### src/rtl/irq_resp_pkg.sv
package irq_resp_pkg;

  typedef enum logic [1:0] {
    ST_IDLE  = 2'd0,
    ST_HOLD  = 2'd1,
    ST_SERVE = 2'd2,
    ST_PASS  = 2'd3
  } ack_state_e;

  function automatic logic request_live(input logic armed, input logic en, input logic flag);
    return armed & en & flag;
  endfunction

endpackage

### src/rtl/irq_arm.sv
module irq_arm (
  input  logic clk,
  input  logic rst_n,
  input  logic int_en,
  input  logic ready,
  input  logic service,
  output logic ready_rise_o,
  output logic armed_o,
  output logic irq_o
);
  import irq_resp_pkg::*;

  logic ready_q;

  assign ready_rise_o = ready & ~ready_q;
  assign irq_o        = request_live(armed_o, int_en, ready);

  always_ff @(posedge clk or negedge rst_n) begin
    if (!rst_n) begin
      ready_q <= 1'b0;
      armed_o <= 1'b0;
    end else begin
      ready_q <= ready;
      if (ready_rise_o)
        armed_o <= 1'b1;
      else if (service)
        armed_o <= 1'b0;
    end
  end

  // a serviced request stays disarmed unless a fresh edge arrived
  a_r3_one_shot: assert property (@(posedge clk) disable iff (!rst_n)
    service && !ready_rise_o |=> !armed_o);

endmodule

### src/rtl/irq_ack_fsm.sv
module irq_ack_fsm (
  input  logic clk,
  input  logic rst_n,
  input  logic pending,
  input  logic din_strobe,
  input  logic iak_in,
  output logic service_o,
  output logic serve_o,
  output logic pass_o
);
  import irq_resp_pkg::*;

  ack_state_e state_q, state_d;

  always_comb begin
    state_d   = state_q;
    service_o = 1'b0;
    case (state_q)
      ST_IDLE: begin
        if (iak_in) begin
          if (!pending) begin
            state_d = ST_PASS;
          end else if (din_strobe) begin
            state_d   = ST_SERVE;
            service_o = 1'b1;
          end else begin
            state_d = ST_HOLD;
          end
        end
      end
      ST_HOLD: begin
        if (!iak_in) begin
          state_d = ST_IDLE;
        end else if (din_strobe) begin
          state_d   = ST_SERVE;
          service_o = 1'b1;
        end
      end
      ST_SERVE: begin
        if (!din_strobe && !iak_in) state_d = ST_IDLE;
      end
      ST_PASS: begin
        if (!iak_in) state_d = ST_IDLE;
      end
      default: state_d = ST_IDLE;
    endcase
  end

  always_ff @(posedge clk or negedge rst_n) begin
    if (!rst_n) state_q <= ST_IDLE;
    else        state_q <= state_d;
  end

  assign serve_o = (state_q == ST_SERVE);
  assign pass_o  = (state_q == ST_PASS);

  // a reply only starts after strobe and acknowledge were both seen
  a_r5_reply_entry: assert property (@(posedge clk) disable iff (!rst_n)
    $rose(serve_o) |-> $past(din_strobe && iak_in));

  // the reply is held while either processor signal is still up
  a_r8_reply_hold: assert property (@(posedge clk) disable iff (!rst_n)
    serve_o && (din_strobe || iak_in) |=> serve_o);

  // forwarding only follows an acknowledge present on the previous edge
  a_r6_pass_source: assert property (@(posedge clk) disable iff (!rst_n)
    pass_o |-> $past(iak_in));

  // once passing, no reply can begin until the acknowledge is gone
  a_r7_pass_held: assert property (@(posedge clk) disable iff (!rst_n)
    pass_o && iak_in |=> pass_o && !serve_o);

endmodule

### src/rtl/irq_vec_drive.sv
module irq_vec_drive #(
  parameter int DATA_W  = 16,
  parameter int SEL_W   = 7,
  parameter int SEL_LSB = 2
) (
  input  logic              clk,
  input  logic              rst_n,
  input  logic              oe,
  input  logic [SEL_W-1:0]  sel,
  output logic [DATA_W-1:0] data_o
);
  localparam int VEC_W = SEL_W + SEL_LSB;

  function automatic logic [DATA_W-1:0] vec_word(input logic [SEL_W-1:0] s);
    logic [VEC_W-1:0] v;
    v = {s, {SEL_LSB{1'b0}}};
    return DATA_W'(v);
  endfunction

  assign data_o = oe ? vec_word(sel) : '0;

  // no stray vector bits on the data lines when not driving
  a_r9_quiet: assert property (@(posedge clk) disable iff (!rst_n)
    !oe |-> data_o == '0);

endmodule

### src/rtl/irq_chain_responder.sv
module irq_chain_responder #(
  parameter int DATA_W  = 16,
  parameter int SEL_W   = 7,
  parameter int SEL_LSB = 2
) (
  input  logic              clk,
  input  logic              rst_n,
  input  logic              int_en,
  input  logic              ready,
  input  logic              din_strobe,
  input  logic              iak_in,
  input  logic [SEL_W-1:0]  vec_sel,
  output logic              irq,
  output logic              iak_out,
  output logic              reply,
  output logic              vec_oe,
  output logic [DATA_W-1:0] vec_data
);
  localparam int VEC_W = SEL_W + SEL_LSB;

  logic service_w;
  logic serve_w;
  logic pass_w;
  logic ready_rise_w;
  logic armed_w;

  irq_arm u_arm (
    .clk         (clk),
    .rst_n       (rst_n),
    .int_en      (int_en),
    .ready       (ready),
    .service     (service_w),
    .ready_rise_o(ready_rise_w),
    .armed_o     (armed_w),
    .irq_o       (irq)
  );

  irq_ack_fsm u_fsm (
    .clk       (clk),
    .rst_n     (rst_n),
    .pending   (irq),
    .din_strobe(din_strobe),
    .iak_in    (iak_in),
    .service_o (service_w),
    .serve_o   (serve_w),
    .pass_o    (pass_w)
  );

  irq_vec_drive #(
    .DATA_W (DATA_W),
    .SEL_W  (SEL_W),
    .SEL_LSB(SEL_LSB)
  ) u_vec (
    .clk   (clk),
    .rst_n (rst_n),
    .oe    (serve_w),
    .sel   (vec_sel),
    .data_o(vec_data)
  );

  assign reply   = serve_w;
  assign vec_oe  = serve_w;
  assign iak_out = pass_w;

  // a request is withdrawn the moment it is answered
  a_r5_reply_drops_irq: assert property (@(posedge clk) disable iff (!rst_n)
    $rose(reply) |-> !irq);

  // forwarding and replying never overlap
  a_r6_exclusive: assert property (@(posedge clk) disable iff (!rst_n)
    $onehot0({iak_out, reply}));

  // driven vector is the selector scaled by four
  a_r9_vector: assert property (@(posedge clk) disable iff (!rst_n)
    vec_oe |-> vec_data == (DATA_W'(vec_sel) * (DATA_W'(1) << SEL_LSB)));

  // request never shown without enable and flag
  a_r2_irq_gate: assert property (@(posedge clk) disable iff (!rst_n)
    $rose(irq) |-> int_en && ready && (armed_w || $past(ready_rise_w)));

  initial begin
    a_w_fit: assert (VEC_W <= DATA_W);
  end

endmodule

### config.mk
export PLATFORM = sky130hd
export DESIGN_NAME = irq_chain_responder
export DESIGN_NICKNAME = d
export VERILOG_FILES = /design/src/rtl/irq_resp_pkg.sv /design/src/rtl/irq_arm.sv /design/src/rtl/irq_ack_fsm.sv /design/src/rtl/irq_vec_drive.sv /design/src/rtl/irq_chain_responder.sv
export SDC_FILE = /design/constraint.sdc
export NUM_CORES = 1
export LEC_CHECK = 0
export ABC_AREA = 1
export BUFFER_PORTS_ARGS = -buffer_cell sky130_fd_sc_hd__buf_2
export CORE_AREA = 4 4 41 43
export DETAILED_ROUTE_END_ITERATION = 10
export DIE_AREA = 0 0 45 47
export GPL_TIMING_DRIVEN = 0
export PLACE_DENSITY_LB_ADDON = 0.1
export SLEW_MARGIN = 10
export SYNTH_ARGS = -nofsm -noshare
export SYNTH_HDL_FRONTEND = slang
export SYNTH_SLANG_ARGS = --single-unit
### constraint.sdc
create_clock -name clk -period 1.3 [get_ports clk]
set_input_delay 0.13 -clock clk [delete_from_list [all_inputs] [get_ports clk]]
set_output_delay 0.13 -clock clk [all_outputs]
set_load 0.03 [all_outputs]
==> results.sh, run 1 <==
export IMPL_status="finished clean"
export IMPL_cts_buffers=3
export IMPL_htreeDepth=1
export IMPL_min_from="ready"
export IMPL_slowest_delay_ns=0.44
export IMPL_synth_fa_ha_area_share_pct=0
export IMPL_die_w_um=45
export IMPL_nFillCells=137
export IMPL_clockBufferDepth=2
export IMPL_wl_per_cell_um=8.07
export IMPL_core_um2=1300
export IMPL_yosys_area_share_simple_pct=35.1
export IMPL_rr_startpoint="u_fsm.state_q[1]"
export IMPL_grt_pass1_wl_um=1370
export IMPL_crit_path_end_kind="output port"
export IMPL_grt_max_degree=8
export IMPL_vias_per_cell=3.76
export IMPL_arrival_ns=1.16
export IMPL_powerDensity_nw_per_um2=2010
export IMPL_drtPass1Iterations=4
export IMPL_fmax_ghz=0.777
export IMPL_worst_path_buf_inv=2
export IMPL_finClkSkew_ns=0.000220
export IMPL_cts_root_buf="clkbuf_4"
export IMPL_critPathMaxFanout=7
export IMPL_setup_worst_path_class="flop to output port"
export IMPL_insertion_delay_ns=0.23
export IMPL_vdd_drop_max_uv=933
export IMPL_finalHoldViolCount=0
export IMPL_syn_inst=67
export IMPL_nets=119
export IMPL_die_area_um2=2120
export IMPL_syn_to_final_growth_pct=69.4
export IMPL_synth_top_family_by_area="simple AND/OR/NAND/NOR gates"
export IMPL_place_area_um2=603
export IMPL_startpoint="u_fsm.state_q[0]"
export IMPL_postRouteAntennaNets=0
export IMPL_row_count=13
export IMPL_fin_area_um2=706
export IMPL_routed_wl_um=960
export IMPL_startpoint_type="flop"
export IMPL_holdWs_ns=0.0556
export IMPL_ys_seq_elements=4
export IMPL_fin_crit_ns=1.29
export IMPL_grtUsageMet3_pct=0
export IMPL_io_pin_count=33
export IMPL_fin_util_pct=54.2
export IMPL_antenna_found_initial=0
export IMPL_met2_usage_pct=16.7
export IMPL_dpl_hpwl_um=795
export IMPL_gp_congestion=0.739
export IMPL_initial_utilization_pct=32.0
export IMPL_grt_total_usage_pct=8.88
export IMPL_drt_iter0_markers=8
export IMPL_antennaDiodeCount=0
export IMPL_die_y_um=47
export IMPL_synthMuxAreaShare_pct=0
export IMPL_grt_met1_usage_pct=9.43
export IMPL_grt_pass1_vias=356
export IMPL_finalCritPeriodShare_pct=98.9
export IMPL_num_vias=448
export IMPL_route_detailed_drc=0
export IMPL_finalMaxSlewViolations=0
export IMPL_synth_distinct_cells=17
export IMPL_cts_tree="done"
export IMPL_synth_xor_area_share_pct=0
export IMPL_required_ns=1.17
export IMPL_critical_path_top_delay_family="flip-flops"
export IMPL_power_uw=1420
export IMPL_synth_compound_area_share_pct=4.80
export IMPL_setup_violations=0
export IMPL_gr_total_overflow=0
export IMPL_ys_seq_area_share_pct=24.0
export IMPL_avgSynthCellArea_um2=6.22
export IMPL_path_cells="nor2_4 > inv_4 > nor2_2 > buf_6"
export IMPL_cts_clk_slew_worst_paths_ns=0.03
export IMPL_min_path_type="input pin to flop"
export IMPL_portBuffers=23
export IMPL_cts_sink_count=4
export IMPL_grt_busiest_layer="met2"
export IMPL_cellLeakagePower_uw=0.000443
export IMPL_netlist_area_um2=417
export IMPL_slowest_stage="dfrtp_2"
export IMPL_final_cell_mix="nand2_1 (15), buf_2 (15), inv_1 (13)"
export IMPL_rsz0062_at_grt="yes"
export IMPL_maxCapViolations=0
export IMPL_drive_above_1_share_pct=52.9
export IMPL_yosysWarnings=0
## worst reg2reg max path: stages, from the launching register on
cell	delay [ns]
dfrtp_1	0.36
buf_6	0.12
buf_4	0.15
nor2_1	0.17
nand2_1	0.07
nand2_1	0.08
nor2_2	0.04
nand2_1	0.05
nand2_1	0.05
## what timing repair did
| item | 4_1_cts | 5_1_grt |
|---|---|---|
| setup endpoints to repair | 7 | 9 |
| pin swaps | 1 | 1 |
| hold buffers | 1 | 0 |
| setup buffers | 1 | 1 |
| resized for setup | 13 | 6 |
| hold endpoints to repair | 4 | 0 |
## synth_stat cells
cell type	instances	area, um^2
buf_6	1	11.3
dfrtp_1	4	100
buf_4	10	75.1
o21ai_0	1	5.00
nand2_4	1	11.3
nor2_1	9	33.8
o21a_1	1	7.51
nor2_2	3	18.8
inv_2	2	7.51
nand4_1	1	6.26
nand3_2	1	10.0
inv_1	14	52.6
nand3_1	1	5.00
nand2_1	15	56.3
o211ai_1	1	7.51
nor3_1	1	5.00
conb_1	1	3.75
## through the flow
step / cells / setup TNS, ns / setup WS [ns]
after floorplan: 75 / 0 / 0.0410
after global routing: 119 / -0.242 / -0.0636
final: 119 / 0 / 0.0138
after detailed placement: 113 / 0 / 0.175
after CTS: 118 / -0.00555 / -0.00416
after global placement: 113 / 0 / 0.187
## kinds of logic after synthesis
group | count (synthesis)
AOI/OAI and AO/OA | 3
buffers and inverters | 27
DFF | 4
other | 1
and+or+nand+nor | 32
## sequential cells by signal (all words and copies together) (netlist names)
name,flops
u_arm.ready_q,1
u_arm.armed_o,1
u_fsm.state_q,2
## report_power, final
group	internal (uW)	switching, uW
clock	103	43.8
sequential	166	35.5
combinational	429	642
## final timing paths
check | end | slack [ns] | cells after the start
setup reg to reg | u_fsm.state_q[0] | 0.09 | 8
min in group asynchronous | u_arm.armed_o | 0.24 | 2
hold reg to reg | u_arm.armed_o | 0.42 | 1
setup / recovery | vec_data[7] | 0.01 | 4
max in group asynchronous | u_fsm.state_q[0] | 0.94 | 2
hold / removal | u_arm.ready_q | 0.06 | 1
## routing by layer
layer | vias to the layer above | part of all wire [%] | wire (um)
met5 | - | 0 | 0
met4 | 0 | 0 | 0
met3 | 0 | 7.5 | 72
met2 | 17 | 55 | 526
met1 | 182 | 38 | 360
li1 | 249 | - | -
## area by class of cell
class | count | area [um^2] | share of cell area, %
Buffer | 11 | 86.3 | 12.2
Clock buffer | 3 | 22.5 | 3.19
Inverter | 16 | 62.6 | 8.87
Multi-Input combinational cell | 44 | 228 | 32.3
Sequential cell | 4 | 101 | 14.4
Tap cell | 15 | 18.8 | 2.66
Timing Repair Buffer | 26 | 186 | 26.4
(Power assumes the default switching activity.)
==> run 2: changes to the inputs <==
--- a/config.mk
+++ b/config.mk
@@ -6,8 +6,9 @@
 export NUM_CORES = 1
 export LEC_CHECK = 0
 export ABC_AREA = 1
-export BUFFER_PORTS_ARGS = -buffer_cell sky130_fd_sc_hd__buf_2
+export BUFFER_PORTS_ARGS = -buffer_cell sky130_fd_sc_hd__buf_4
 export CORE_AREA = 4 4 41 43
+export CTS_CLUSTER_SIZE = 16
 export DETAILED_ROUTE_END_ITERATION = 10
 export DIE_AREA = 0 0 45 47
 export GPL_TIMING_DRIVEN = 0
==> results.sh, run 2 (synthesized netlist as in run 1, its figures left out) <==
export IMPL_status="finished clean"
export IMPL_place_area_um2=661
export IMPL_largest_reg_flops=2
export IMPL_arrival_ns=1.14
export IMPL_seq_area_um2=101
export IMPL_instances_no_fill=118
export IMPL_antenna_found_initial=0
export IMPL_routed_wl_um=967
export IMPL_largest_register="u_fsm.state_q"
export IMPL_htreeDepth=1
export IMPL_drt_iter0_markers=4
export IMPL_startpoint_type="flop"
export IMPL_startpoint="u_fsm.state_q[0]"
export IMPL_fin_crit_ns=1.27
export IMPL_slowest_delay_ns=0.44
export IMPL_route_detailed_drc=0
export IMPL_cts_root_buf="clkbuf_4"
export IMPL_finClkSkew_ns=0.00147
export IMPL_postRouteAntennaNets=0
export IMPL_crit_cells=4
export IMPL_gr_total_overflow=0
export IMPL_finalCritPeriodShare_pct=97.9
export IMPL_portBuffers=23
export IMPL_critPathMaxFanout=7
export IMPL_grt_max_degree=8
export IMPL_drtPass1Iterations=2
export IMPL_rsz0062_at_grt="yes"
export IMPL_finalHoldViolCount=0
export IMPL_die_w_um=45
export IMPL_cts_tree="done"
export IMPL_setup_worst_path_class="flop to output port"
export IMPL_clockBufferDepth=2
export IMPL_dpl_hpwl_um=819
export IMPL_powerDensity_nw_per_um2=1940
export IMPL_syn_to_final_growth_pct=75.4
export IMPL_vias_per_cell=3.89
export IMPL_min_path_type="input pin to flop"
export IMPL_grt_total_usage_pct=9.04
export IMPL_vdd_drop_max_uv=1030
export IMPL_critical_path_top_delay_family="flip-flops"
export IMPL_slowest_stage="dfrtp_2"
export IMPL_worstRegToRegCells=8
export IMPL_drive_above_1_share_pct=52.4
export IMPL_die_area_um2=2120
export IMPL_core_um2=1300
export IMPL_path_cells="nor2_4 > inv_4 > nor2_2 > buf_6"
export IMPL_setup_violations=0
export IMPL_final_cell_mix="buf_4 (27), nand2_1 (15), inv_1 (13)"
export IMPL_nFillCells=136
export IMPL_cts_sink_count=4
export IMPL_cts_clk_slew_worst_paths_ns=0.04
export IMPL_num_vias=459
export IMPL_wl_per_cell_um=8.19
export IMPL_die_y_um=47
export IMPL_insertion_delay_ns=0.23
export IMPL_hold_depth=1
export IMPL_fmax_ghz=0.785
export IMPL_finalMaxSlewViolations=0
export IMPL_nets=118
export IMPL_dp_cells=113
export IMPL_multi_input_area_um2=223
export IMPL_power_uw=1420
export IMPL_gp_congestion=0.750
export IMPL_maxCapViolations=0
export IMPL_required_ns=1.17
export IMPL_layout_commonest_cell="buf_4"
export IMPL_crit_path_end_kind="output port"
export IMPL_cellLeakagePower_uw=0.000449
export IMPL_grt_pass1_wl_um=1410
export IMPL_min_from="ready"
export IMPL_initial_utilization_pct=32.0
export IMPL_cts_buffers=3
export IMPL_rr_startpoint="u_fsm.state_q[1]"
export IMPL_worst_path_buf_inv=2
export IMPL_fin_area_um2=731
export IMPL_antennaDiodeCount=0
export IMPL_io_pin_count=33
export IMPL_row_count=13
export IMPL_grt_pass1_vias=384
export IMPL_largestRegisters="u_fsm.state_q x2, u_arm.armed_o x1, u_arm.ready_q x1"
==> run 2: worst paths after layout <==
kind	slack, ns	endpoint
setup / recovery	0.03	vec_data[8]
hold / removal	0.04	u_arm.ready_q
setup reg to reg	0.10	u_fsm.state_q[0]
hold reg to reg	0.43	u_arm.armed_o
max in group asynchronous	0.96	u_fsm.state_q[0]
min in group asynchronous	0.23	u_fsm.state_q[1]
==> run 2: layout make-up <==
class / instances / share of cell area, %
clock buffers: 3 / 3.08
well taps: 15 / 2.57
plain buffers: 11 / 11.8
flip-flops and latches: 4 / 13.9
multi-input cells: 44 / 30.5
repair buffers: 25 / 29.6
inverters: 16 / 8.56
==> run 2: through the flow <==
stage / utilization, % / hold WS, ns / setup TNS [ns] / setup WS [ns]
finish: 56.2 / 0.0373 / 0 / 0.0267
global route: 56.2 / 0.0265 / -0.246 / -0.0342
CTS: 56.1 / 0.0246 / -0.0719 / -0.0169
detailed placement: 50.8 / -0.0729 / 0 / 0.176
global placement: 50.8 / -0.0737 / 0 / 0.191
floorplan: - / -0.166 / 0 / 0.0410
==> run 2: per-layer routing <==
metal / wire, um / part of all wire [%] / vias to the layer above / global-route usage (%)
met5: 0 / 0 / - / 0
met4: 0 / 0 / 0 / 7.02
met3: 69 / 7.1 / 0 / 0.383
met2: 529 / 55 / 14 / 18.1
met1: 369 / 38 / 199 / 8.51
li1: - / - / 246 / -
==> run 2: report_power, final <==
| group | total (uW) | internal (uW) | switching, uW |
|---|---|---|---|
| sequential | 201 | 166 | 34.9 |
| combinational | 1070 | 435 | 633 |
| clock | 149 | 103 | 45.8 |
| total | 1420 | 704 | 714 |
==> run 2: what timing repair did <==
action	CTS	global route
endpoints found under the setup margin	7	11
setup buffers	1	0
hold buffers	1	0
gates resized for setup	8	2
cloned	0	0
hold endpoints to repair	4	0
pin swaps	1	1
